[src/rtl/tet_pkg.sv]
// Package: shared constants of the timing error tree.
// Assumes: the group and sampler fan-in are fixed by the cell library.
package tet_pkg;
    localparam int EDL_PER_GROUP      = 3;
    localparam int GROUPS_PER_SAMPLER = 4;
    localparam int EDL_PER_SAMPLER    = EDL_PER_GROUP * GROUPS_PER_SAMPLER;
endpackage

[src/rtl/tet_edl_bank.sv]
// Module: bank of behavioural error-detecting latches.
// Each bit raises a sticky flag when its data differs from the value seen at
// the previous edge while lat_en is high and sample is low.
// Flags clear whenever lat_en is low.
// Assumes: lat_d is driven synchronously to clk.
module tet_edl_bank #(
    parameter int N = 12
) (
    input  logic         clk,
    input  logic         rst_n,
    input  logic [N-1:0] lat_d,
    input  logic         lat_en,
    input  logic         sample,
    output logic [N-1:0] flags
);
    logic [N-1:0] d_q;

    // Record the data of the previous edge and update the sticky flags.
    always_ff @(posedge clk) begin
        if (!rst_n) begin
            d_q   <= '0;
            flags <= '0;
        end else begin
            d_q <= lat_d;
            if (!lat_en)
                flags <= '0;
            else if (!sample)
                flags <= flags | (lat_d ^ d_q);
        end
    end

    // flags are empty one edge after lat_en is seen low
    assert_flags_clear_R8: assert property (@(posedge clk) disable iff (!rst_n)
        !lat_en |=> (flags == '0));
    // a flag, once set, stays set while the enable is high
    assert_flags_sticky_R2: assert property (@(posedge clk) disable iff (!rst_n)
        lat_en |=> ((flags & $past(flags)) == $past(flags)));
    // no new flag appears while sample is high
    assert_no_late_flag_R5: assert property (@(posedge clk) disable iff (!rst_n)
        (lat_en && sample) |=> (flags == $past(flags)));
endmodule

[src/rtl/tet_cgroup.sv]
// Module: asymmetric C-element merging three detector flags.
// The output sets when the enable and any flag are high.
// It clears only when the enable and all flags agree low; otherwise it holds.
// Assumes: flags clear one edge after the enable falls.
module tet_cgroup #(
    parameter int W = tet_pkg::EDL_PER_GROUP
) (
    input  logic         clk,
    input  logic         rst_n,
    input  logic         en,
    input  logic [W-1:0] flags,
    output logic         grp
);
    // Set on enable with an error, clear on full agreement low, else hold.
    always_ff @(posedge clk) begin
        if (!rst_n)
            grp <= 1'b0;
        else if (en && (|flags))
            grp <= 1'b1;
        else if (!en && !(|flags))
            grp <= 1'b0;
    end

    // held while the enable is high
    assert_grp_hold_R9: assert property (@(posedge clk) disable iff (!rst_n)
        (en && grp) |=> grp);
    // cleared once the enable and flags are all low
    assert_grp_clear_R9: assert property (@(posedge clk) disable iff (!rst_n)
        (!en && !(|flags)) |=> !grp);
endmodule

[src/rtl/tet_sampler.sv]
// Module: one sampler covering EDL_PER_SAMPLER detectors.
// Groups the flags into C-element cells and ORs the cells. One edge after
// the strobe is seen high, it captures a dual-rail verdict. The rails drop
// when the strobe is seen low.
// Assumes: lat_en stays high until the strobe has been seen high.
module tet_sampler
    import tet_pkg::*;
(
    input  logic                       clk,
    input  logic                       rst_n,
    input  logic                       lat_en,
    input  logic                       sample,
    input  logic [EDL_PER_SAMPLER-1:0] flags,
    output logic                       err1,
    output logic                       err0
);
    logic [GROUPS_PER_SAMPLER-1:0] grp;
    logic                          any_err;
    logic                          samp_q;

    for (genvar g = 0; g < GROUPS_PER_SAMPLER; g++) begin : g_cell
        tet_cgroup #(.W(EDL_PER_GROUP)) u_cell (
            .clk   (clk),
            .rst_n (rst_n),
            .en    (lat_en),
            .flags (flags[g*EDL_PER_GROUP +: EDL_PER_GROUP]),
            .grp   (grp[g])
        );
    end

    // OR tree over the group cells.
    assign any_err = |grp;

    // Resolution stage, then a one-hot capture of the rails.
    always_ff @(posedge clk) begin
        if (!rst_n) begin
            samp_q <= 1'b0;
            err1   <= 1'b0;
            err0   <= 1'b0;
        end else begin
            samp_q <= sample;
            if (!sample) begin
                err1 <= 1'b0;
                err0 <= 1'b0;
            end else if (samp_q && !err1 && !err0) begin
                err1 <= any_err;
                err0 <= !any_err;
            end
        end
    end

    // never both rails
    assert_rails_exclusive_R7: assert property (@(posedge clk) disable iff (!rst_n)
        !(err1 && err0));
    // rails return low after the strobe falls
    assert_rails_drop_R7: assert property (@(posedge clk) disable iff (!rst_n)
        !sample |=> (!err1 && !err0));
    // verdict held while the strobe stays high
    assert_rails_hold_R6: assert property (@(posedge clk) disable iff (!rst_n)
        (sample && (err1 || err0)) |=> $stable({err1, err0}));
    // no verdict on the first edge that sees the strobe
    assert_rails_latency_R6: assert property (@(posedge clk) disable iff (!rst_n)
        (sample && !samp_q) |=> (!err1 && !err0));
endmodule

[src/rtl/timing_err_tree.sv]
// Module: top of the timing error collection tree for one pipeline stage.
// It instantiates the detector bank and one sampler per twelve bits, and
// merges the sampler rails into the stage verdict.
// Assumes: NUM_BITS is a positive multiple of EDL_PER_SAMPLER.
module timing_err_tree
    import tet_pkg::*;
#(
    parameter int NUM_BITS = 12
) (
    input  logic                clk,
    input  logic                rst_n,
    input  logic [NUM_BITS-1:0] lat_d,
    input  logic                lat_en,
    input  logic                sample,
    output logic                err1,
    output logic                err0
);
    localparam int NUM_SAMPLERS = NUM_BITS / EDL_PER_SAMPLER;

    logic [NUM_BITS-1:0]     flags;
    logic [NUM_SAMPLERS-1:0] s_err1;
    logic [NUM_SAMPLERS-1:0] s_err0;

    tet_edl_bank #(.N(NUM_BITS)) u_bank (
        .clk    (clk),
        .rst_n  (rst_n),
        .lat_d  (lat_d),
        .lat_en (lat_en),
        .sample (sample),
        .flags  (flags)
    );

    for (genvar s = 0; s < NUM_SAMPLERS; s++) begin : g_smp
        tet_sampler u_smp (
            .clk    (clk),
            .rst_n  (rst_n),
            .lat_en (lat_en),
            .sample (sample),
            .flags  (flags[s*EDL_PER_SAMPLER +: EDL_PER_SAMPLER]),
            .err1   (s_err1[s]),
            .err0   (s_err0[s])
        );
    end

    // Stage merge: any error wins, clean only when all samplers are clean.
    assign err1 = |s_err1;
    assign err0 = &s_err0;

    // the stage rails stay mutually exclusive after the merge
    assert_stage_exclusive_R10: assert property (@(posedge clk) disable iff (!rst_n)
        !(err1 && err0));
    // rails are low on the first edge after reset
    assert_reset_rails_R1: assert property (@(posedge clk)
        !rst_n |=> (!err1 && !err0));
endmodule

[config.mk]
export PLATFORM = sky130hd
export DESIGN_NAME = timing_err_tree
export DESIGN_NICKNAME = d
export VERILOG_FILES = /design/src/rtl/tet_pkg.sv /design/src/rtl/tet_edl_bank.sv /design/src/rtl/tet_cgroup.sv /design/src/rtl/tet_sampler.sv /design/src/rtl/timing_err_tree.sv
export SDC_FILE = /design/constraint.sdc
export NUM_CORES = 1
export LEC_CHECK = 0
export ABC_AREA = 1
export ABC_CLOCK_PERIOD_IN_PS = 2300
export BUFFER_PORTS_ARGS = -buffer_cell sky130_fd_sc_hd__buf_2
export CAP_MARGIN = 5
export CORE_MARGIN = 2
export CORE_UTILIZATION = 55
export CTS_BUF_LIST = sky130_fd_sc_hd__clkbuf_8
export CTS_CLUSTER_DIAMETER = 60
export CTS_CLUSTER_SIZE = 28
export DETAILED_ROUTE_END_ITERATION = 12
export MAX_ROUTING_LAYER = met4
export PLACE_DENSITY = 0.8
export SKIP_LAST_GASP = 1
export SLEW_MARGIN = 20
export SYNTH_ARGS = -nofsm -noshare
export SYNTH_HDL_FRONTEND = slang
export SYNTH_SLANG_ARGS = --single-unit
[constraint.sdc]
create_clock -name clk -period 2.3 [get_ports clk]
set_clock_uncertainty 0.05 [all_clocks]
set_input_delay 0.69 -clock clk [delete_from_list [all_inputs] [get_ports clk]]
set_output_delay 0.69 -clock clk [all_outputs]
set_load 0.005 [all_outputs]
Word level (Yosys, flattened, before mapping)
Cells that the tools add are included.

Output and inout port bits: 2. Bits in read-only memories: 0. Memories: 0. Input port bits: 16. Flip-flop bits (word level): 31. Bits in latches: 0. RAM bits: 0. Word-level logic and storage cells: 48.

Divide/modulo/power cells: 0. Reduce and logical (&&, ||, !) cells: 29. Equality and inequality tests: 0. $mul: 0. Shift operators: 0. Muxes and demuxes: 8. Bitwise operators: 2. $add $sub $neg: 0. $lt $le $gt $ge: 0.

Operator list (count): bitwise OR 12 bit (1); OR reduction 3 bit (4); XOR 12 bit (1); logical AND 1 bit (10); logical NOT 1 bit (8); 2-to-1 mux 1 bit (8); nonzero test 2 bit (4); AND reduction 2 bit (2); OR reduction 4 bit (1).

Longest topological paths before layout
Gate-level depths: netlist of the first run.

Depth after elaboration: 5. Mapped depth: 5. Gate-level depth less buffers: 5.

Modules after synthesis
From an unflattened synthesis of the first run, not the netlist that was laid out.

Cells, all modules: 194. Area, all modules: 1375.1 sq um.

Modules (own cells, without submodules): tet_edl_bank (cells each 137, area an instance 984.7 sq um, seq. area each 480.5 sq um, instances 1); tet_cgroup (cells each 10, area an instance 65.1 sq um, seq. area each 20.0 sq um, instances 4); tet_sampler (cells each 17, area an instance 130.1 sq um, seq. area each 60.1 sq um, instances 1).

Worst setup path before layout of the first run
No wires, ideal clock.

Path kind: input to register. From: in lat_en. To: reg g_smp[0].u_smp.g_cell[0].u_cell.grp. Path buffers: 0. Arrival: 1.148 ns. Data required time: 2.131 ns. Slack: 0.983 ns. Stages on the path: 3. Setup time: 0.119 ns. Path through: ha_1 > o21ai_0 > a21oi_1.

Cells in the longest elaborated chain, start to end: 3. Elaborated cells between the ends (all ways): 5. Those cells by class: mux: 1; reduce/logical: 4.

RTL lines: from (decl) (RTL line timing_err_tree.sv:13) `input logic lat_en,`; logical NOT 1 bit (RTL line tet_cgroup.sv:20) `else if (!en && !(|flags))`; logical AND 1 bit (RTL line tet_cgroup.sv:20); nonzero test 2 bit (no source line); to (signal assigned) (RTL line tet_cgroup.sv:17) `grp <= 1'b0;`; to (signal assigned) (RTL line tet_cgroup.sv:19) `grp <= 1'b1;`; to (signal assigned) (RTL line tet_cgroup.sv:21) `grp <= 1'b0;`; to (decl) (RTL line tet_cgroup.sv:12) `output logic grp`.

Several ways; a longest one is shown, not always the timed one. A chain may end at the register's enable or synchronous reset.

Worst setup path after layout of the first run
From: reg g_smp[0].u_smp.err1. To: out err1.

RTL lines: from (decl) (RTL line tet_sampler.sv:14) `output logic err1,`; from (signal assigned) (RTL line tet_sampler.sv:46) `err1 <= any_err;`; to (decl) (RTL line timing_err_tree.sv:15) `output logic err1,`.

No word-level cell between the ends.

==> results of run 1 <==
## worst min-delay path, stage by stage, from the launching register on
cell and delay, ps:
dfxtp_1 310, inv_1 50, a21oi_1 50
## logic make-up after synthesis
kind of cell	share of synthesized area, %
and+or+nand+nor	19.4
DFF	46.7
AOI/OAI and AO/OA	11.1
buffers and inverters	18.9
adders and majority gates	3.77
## placed cells by master (no fill, tap or decap), drive strengths merged
cell    netlist  routed
inv          57      58
nand2        40      40
dfxtp        31      31
a21oi        18      18
nand3        17      17
buf           4      17
clkbuf        0       7
o21ai         4       4
nor2          4       4
ha            4       4
## layout make-up
class,instances,area share [%]
Clock buffer,7,6.38
Clock inverter,1,0.249
Inverter,57,14.2
Multi-Input combinational cell,87,30.2
Sequential cell,31,41.1
Tap cell,28,2.32
Timing Repair Buffer,17,5.63
## synthesized netlist by cell type
cell type,instances
nand2_1,39
dfxtp_1,31
o21ai_0,4
buf_4,2
a21oi_1,8
nor2_1,4
a21oi_2,10
nand3_1,17
ha_1,4
nand2_4,1
inv_1,56
buf_6,2
inv_2,1
## state kept, by name, summed over array words and instances, names as in the netlist
register,count
g_smp.u_smp.samp_q,1
g_smp.u_smp.err0,1
g_smp.u_smp.g_cell.u_cell.grp,4
g_smp.u_smp.err1,1
u_bank.d_q,12
u_bank.flags,12
## report_power, final
part	internal, µW	switching, µW	total, µW	leakage [µW]
sequential	569	12.5	581	0.000256
clock	268	181	449	0.0000557
combinational	48.6	75.5	124	0.000509
total	885	269	1150	0.000820
## path summary, 6_finish.rpt
| path | from | to | slack (ps) | depth (start not counted) |
|---|---|---|---|---|
| min | g_smp[0].u_smp.g_cell[2].u_cell.grp$_SDFFE_PN0P_ | g_smp[0].u_smp.g_cell[2].u_cell.grp$_SDFFE_PN0P_ | 400 | 2 |
| max | g_smp[0].u_smp.err1$_SDFFE_PN0P_ | err1 | 820 | 1 |
| max reg2reg | u_bank.flags[8]$_SDFFE_PN0N_ | g_smp[0].u_smp.g_cell[2].u_cell.grp$_SDFFE_PN0P_ | 1110 | 5 |
| min reg2reg | g_smp[0].u_smp.g_cell[2].u_cell.grp$_SDFFE_PN0P_ | g_smp[0].u_smp.g_cell[2].u_cell.grp$_SDFFE_PN0P_ | 400 | 2 |
## per-stage QoR
step                      hold WS (ps)  util, %
after detailed placement           392     62.5
after global routing               430     67.0
after global placement             384     62.5
after CTS                          401     67.0
after floorplan                    373        -
final                              397     67.0
## metal layers
metal  global-route usage (%)  wire length, µm
met3                     8.76               78
met5                        -                0
met4                     11.1               35
met2                     32.5              989
met1                     20.5              953
==> metrics, run 1 <==
crit end category=output port; top cell type by total area after synthesis=dfxtp_1; Largest stage delay, worst path=roughly 350 ps; outcome=completed; drt first pass iters=4; GRT overflow=0; starting density of the core=58.9%; remaining antenna violation count=0; Clock Path Buffers=2; WP data required=1560 ps; register area share after synthesis=a little under half; DIE WIDTH=53.1 µm; number of remaining DRC errors=0; final setup vio count=0; # fillers=between 150 and 200; vias in the first global route=a little over 1,000; WP data arrival=740 ps; post-DP HPWL=approximately 1600 µm; Hold WC Path Type=flop to flop; pin count of the biggest net entering global routing=19; Syn Inst Count=179; Seq. cell area=~620 µm²; via/cell ratio=roughly 4.5; max_slew headroom=about 77%; final instance area=~1500 µm²; share of cells above drive strength 1=between 10% and 20%; Crit-path slowest cell=dfxtp_1; core area=2250 µm²; Cells after DPL=220; Pwr Total=1150 µW; worst-path cell chain=buf_2; later-pin clock latency in the skew report=approximately 280 ps; CTS Sinks=31; post-synth top area share=46.7%; kind of critical path=flop to output port; Setup crit start kind=flop; Avg WL per Cell=about 9 µm; CTS tree=done; Resize count post-CTS=0; vias post-DR=slightly above 1,000; syn_nets=around 200; setup_tns=0 ps; CTS HTree Levels=2; first-pass GRT wire length=~3800 µm; Pwr per Cell Area=764 nW/µm²; CTS clk-pin slew, worst paths=60 ps; I/O Buffers=17; worst-margin pin slew=around 340 ps; flops & latches, synth=31; CTS Buf Count=5; leakage power total=between 0.0008 and 0.0009 µW; Multi-input gate area=approximately 460 µm²; Max Slew Vio Count=0; # Post-CTS Setup Buffers=0; min Tclk post-route=1480 ps; Cell Area, Placed=about 1400 µm²; num rows=17; pre-CTS setup slack=roughly 720 ps; gr usage total=around a fifth; initial antenna violation count=0; # Max-Cap Violations=0; die area=~2800 µm²; period utilisation layout=between 60 and 70%; critical path peak fanout=3; Post-Syn Area=roughly 1300 µm²; RePlAce Congestion=0.732; P&R area growth vs syn=13.8%; Detailed Route WL=around 2000 µm; antenna diode count=0; RSZ-0062 raised after global routing=no; post-route setup slack=slightly above 800 ps; boundary pin count=18; VDD IR max=between 400 and 500 µV; Die Y=53.1 µm; YS warnings=0; 1st-iter DRT viols=8; synth top area cells=dfxtp_1 47%, inv_1 16%, nand2_1 11%, a21oi_2 6.6%, nand3_1 6.4%; synth unique cells=13; syn_area_per_cell=about 7.4 µm²; critical path's top delay family=flip-flops; root buffer cell=clkbuf_8; Final Net Count=219; Hold Violations, Final=0; final std cells w/o fill=roughly 230; Peak Freq=approximately 670 MHz; WP buf/inv=1; CTS Hold Buffers Added=0
Power figures use the tool's default switching activity.
==> inputs of run 2 (changes only) <==
--- a/config.mk
+++ b/config.mk
@@ -5,8 +5,8 @@
 export SDC_FILE = /design/constraint.sdc
 export NUM_CORES = 1
 export LEC_CHECK = 0
-export ABC_AREA = 1
-export ABC_CLOCK_PERIOD_IN_PS = 2300
+export ABC_AREA = 0
+export ABC_CLOCK_PERIOD_IN_PS = 1500
 export BUFFER_PORTS_ARGS = -buffer_cell sky130_fd_sc_hd__buf_2
 export CAP_MARGIN = 5
 export CORE_MARGIN = 2
@@ -16,7 +16,7 @@
 export CTS_CLUSTER_SIZE = 28
 export DETAILED_ROUTE_END_ITERATION = 12
 export MAX_ROUTING_LAYER = met4
-export PLACE_DENSITY = 0.8
+export PLACE_DENSITY = 0.81
 export SKIP_LAST_GASP = 1
 export SLEW_MARGIN = 20
 export SYNTH_ARGS = -nofsm -noshare
==> constraint.sdc (replaced) <==
create_clock -name clk -period 1.5 [get_ports clk]
set_clock_uncertainty 0.05 [all_clocks]
set_input_delay 0.45 -clock clk [delete_from_list [all_inputs] [get_ports clk]]
set_output_delay 0.45 -clock clk [all_outputs]
set_load 0.005 [all_outputs]
==> run 2 against run 1 <==
Setup slack lost 690 ps; core utilization grew 1.8 points; critical endpoint is now g_smp[0].u_smp.g_cell[0].u_cell.grp$_SDFFE_PN0P_; highest routed layer unchanged; critical path depth grew 3; sequential cell count is the same; area after synthesis shrank 15%.
==> metrics, run 2 <==
# fillers=159 (-18%); later-pin clock latency in the skew report=270 ps (about the same); vias in the first global route=733 (-28%); Setup crit start kind=flop; Clock Path Buffers=2 (unchanged); top post-synthesis cells by count=31 x dfxtp_1, 14 x and2_1, 13 x o2bb2ai_1; Detailed Route WL=1830 µm (-11%); Peak Freq=slightly above 700 MHz; worst r2r path cells=4 (-1); worst setup path start=u_bank.flags[0]$_SDFFE_PN0N_; critical path peak fanout=2 (-1); most common cell after layout, fill and taps aside=dfxtp_1; Pwr per Cell Area=1200 nW/µm² (+58%); Die Y=49.4 µm (-7.1%); Post-Syn Area=1130 µm² (-15%); via/cell ratio=5.13 (+14%); Primary FF master, synth=dfxtp_1; WP data required=1610 ps (+50 ps); flops & latches, synth=31 (unchanged); Hold Violations, Final=0 (unchanged); RePlAce Congestion=0.667 (-8.8%); syn_area_per_cell=11.9 µm² (+61%); num rows=16 (-1); DIE WIDTH=49.4 µm (-7.1%); top cell type by total area after synthesis=dfxtp_1; # Max-Cap Violations=0 (unchanged); CTS Hold Buffers Added=0 (unchanged); Hold WC Path Type=primary input to flop; 1st-iter DRT viols=3 (-5); post-route setup slack=125 ps (-693 ps); kind of critical path=flop to flop; root buffer cell=clkbuf_8; leading registers by flop count=u_bank.d_q (12), u_bank.flags (12), g_smp.u_smp.g_cell.u_cell.grp (4); gr usage total=18.4% (-1.8 points); min Tclk post-route=between 1000 and 1500 ps; CTS tree=done; outcome=completed; core area=1940 µm² (-14%); boundary pin count=18 (unchanged); Worst setup endpoint=g_smp[0].u_smp.g_cell[0].u_cell.grp$_SDFFE_PN0P_; Crit Reg-Reg Startpoint=u_bank.flags[0]$_SDFFE_PN0N_; leakage power total=0.000562 µW (-32%); Post-Synth XOR/XNOR Area=9.29% (+9.3 points); max_slew headroom=89.1% (+12 points); antenna diode count=0 (unchanged); Resize count post-CTS=0 (unchanged); Async S/R FF share, synth=0% (unchanged); post-synth top area share=54.9% (+8.1 points); multiplexer share of the synthesized area=3.54% (+3.5 points); pin count of the biggest net entering global routing=13 (-6); final setup vio count=0 (unchanged); synth top area cells=dfxtp_1 55%, o2bb2ai_1 10%, xnor2_1 9.3%, and2_1 7.7%, ha_1 4.4%; Final Net Count=139 (-37%); # Post-CTS Setup Buffers=0 (unchanged); starting density of the core=58.2% (-0.63 points); remaining antenna violation count=0 (unchanged); syn_nets=115 (-42%); GRT overflow=0 (unchanged); final instance area=1340 µm² (-12%); leading cell types in the layout, fill and taps excluded=31 x dfxtp_1, 17 x buf_2, 14 x and2_1; wire length on met3=59 µm (-24%); CTS Sinks=31 (unchanged); WP data arrival=1490 ps (+750 ps); post-DP HPWL=1280 µm (-18%); post-synthesis adder-cell area fraction=4.42% (+0.65 points); CTS Buf Count=5 (unchanged); drt first pass iters=4 (unchanged); Max Slew Vio Count=0 (unchanged); Cells after DPL=139 (-37%); worst reg2reg setup slack=120 ps (-990 ps); register area share after synthesis=54.9% (+8.1 points); count leader, synth=dfxtp_1; setup_tns=0 ps (unchanged); crit end category=flop; pre-CTS setup slack=121 ps (-600 ps); die area=2440 µm² (-14%); RR Endpoint=g_smp[0].u_smp.g_cell[0].u_cell.grp$_SDFFE_PN0P_; vias post-DR=744 (-27%); compound-cell area share of the yosys netlist=10.8% (-0.28 points); final std cells w/o fill=145 (-36%); first-pass GRT wire length=3140 µm (-18%); YS warnings=0 (unchanged); initial antenna violation count=0 (unchanged); met2 wire length=924 µm (-6.6%); largest family of logic cells by synthesized area=simple AND/OR/NAND/NOR gates; synth unique cells=15 (+2); period utilisation layout=between 90% and 100%; P&R area growth vs syn=18.0%; Pwr Total=1610 µW (+39%); Syn Inst Count=95 (-47%); I/O Buffers=17 (unchanged); share of cells above drive strength 1=22.9% (+4.9 points); number of flops mapped to enable cells by yosys=0 (unchanged); simple-gate share of the synthesized area=15.5% (-3.9 points); CTS clk-pin slew, worst paths=60 ps (about the same); Metal-1 WL=823 µm (-14%); VDD IR max=1020 µV (+110%); uppermost layer routed=met4; RSZ-0062 raised after global routing=no; CTS HTree Levels=2 (unchanged); Avg WL per Cell=12.6 µm (+40%); worst-margin pin slew=162 ps (-183 ps); number of remaining DRC errors=0 (unchanged); Cell Area, Placed=1260 µm² (-10%)
==> run 2: report_power, final <==
group          leakage, µW  switching [µW]  internal [µW]
clock network    0.0000413             260            301
logic             0.000266            69.2           93.1
registers         0.000255            19.8            865
==> run 2: cell type report <==
type	instances	area (µm²)	area share [%]
Tap cell	27	33.8	2.53
Multi-Input combinational cell	60	493	36.9
Sequential cell	31	621	46.5
Clock buffer	5	68.8	5.15
Clock inverter	1	3.75	0.281
Timing Repair Buffer	21	115	8.62
==> run 2: metal layers <==
metal | up-vias | global-route usage [%]
li1 | 380 | -
met1 | 344 | 19.7
met2 | 16 | 28.8
met3 | 4 | 5.52
met4 | 0 | 12.9
met5 | - | -
==> run 2: cells by family (layout without fill, tap and decap cells) <==
kind of cell | after synthesis | in the layout
compound gates | 14 | 14
xor+xnor | 12 | 12
mux | 4 | 4
flops | 31 | 31
fa+ha+maj | 4 | 4
simple gates | 26 | 26
buf+inv | 4 | 27
==> run 2: worst min-delay path by stage <==
| stage | endpoint | from | slack (ps) | cells after the start |
|---|---|---|---|---|
| after floorplan | u_bank.flags[10]$_SDFFE_PN0N_ | u_bank.flags[10]$_SDFFE_PN0N_ | 370 | 1 |
| after global placement | u_bank.flags[6]$_SDFFE_PN0N_ | u_bank.flags[6]$_SDFFE_PN0N_ | 390 | 1 |
| after detailed placement | u_bank.flags[10]$_SDFFE_PN0N_ | u_bank.flags[10]$_SDFFE_PN0N_ | 400 | 1 |
| after CTS | u_bank.d_q[5]$_SDFF_PN0_ | lat_d[5] | 350 | 2 |
| after global routing | u_bank.d_q[2]$_SDFF_PN0_ | lat_d[2] | 350 | 2 |
| final | u_bank.d_q[5]$_SDFF_PN0_ | lat_d[5] | 360 | 2 |
==> run 2: critical path, cell delays in order, from the launching register on <==
cell,delay [ps]
dfxtp_1,310
or3_1,370
ha_1,300
mux2i_1,180
nor2b_1,60
==> run 2: per-stage QoR <==
stage | utilization (%) | hold slack [ps]
2_1_floorplan | - | 374
3_3_place_gp | 65.0 | 389
3_5_place_dp | 65.0 | 395
4_1_cts | 68.8 | 346
5_1_grt | 68.8 | 351
6_report | 68.8 | 356
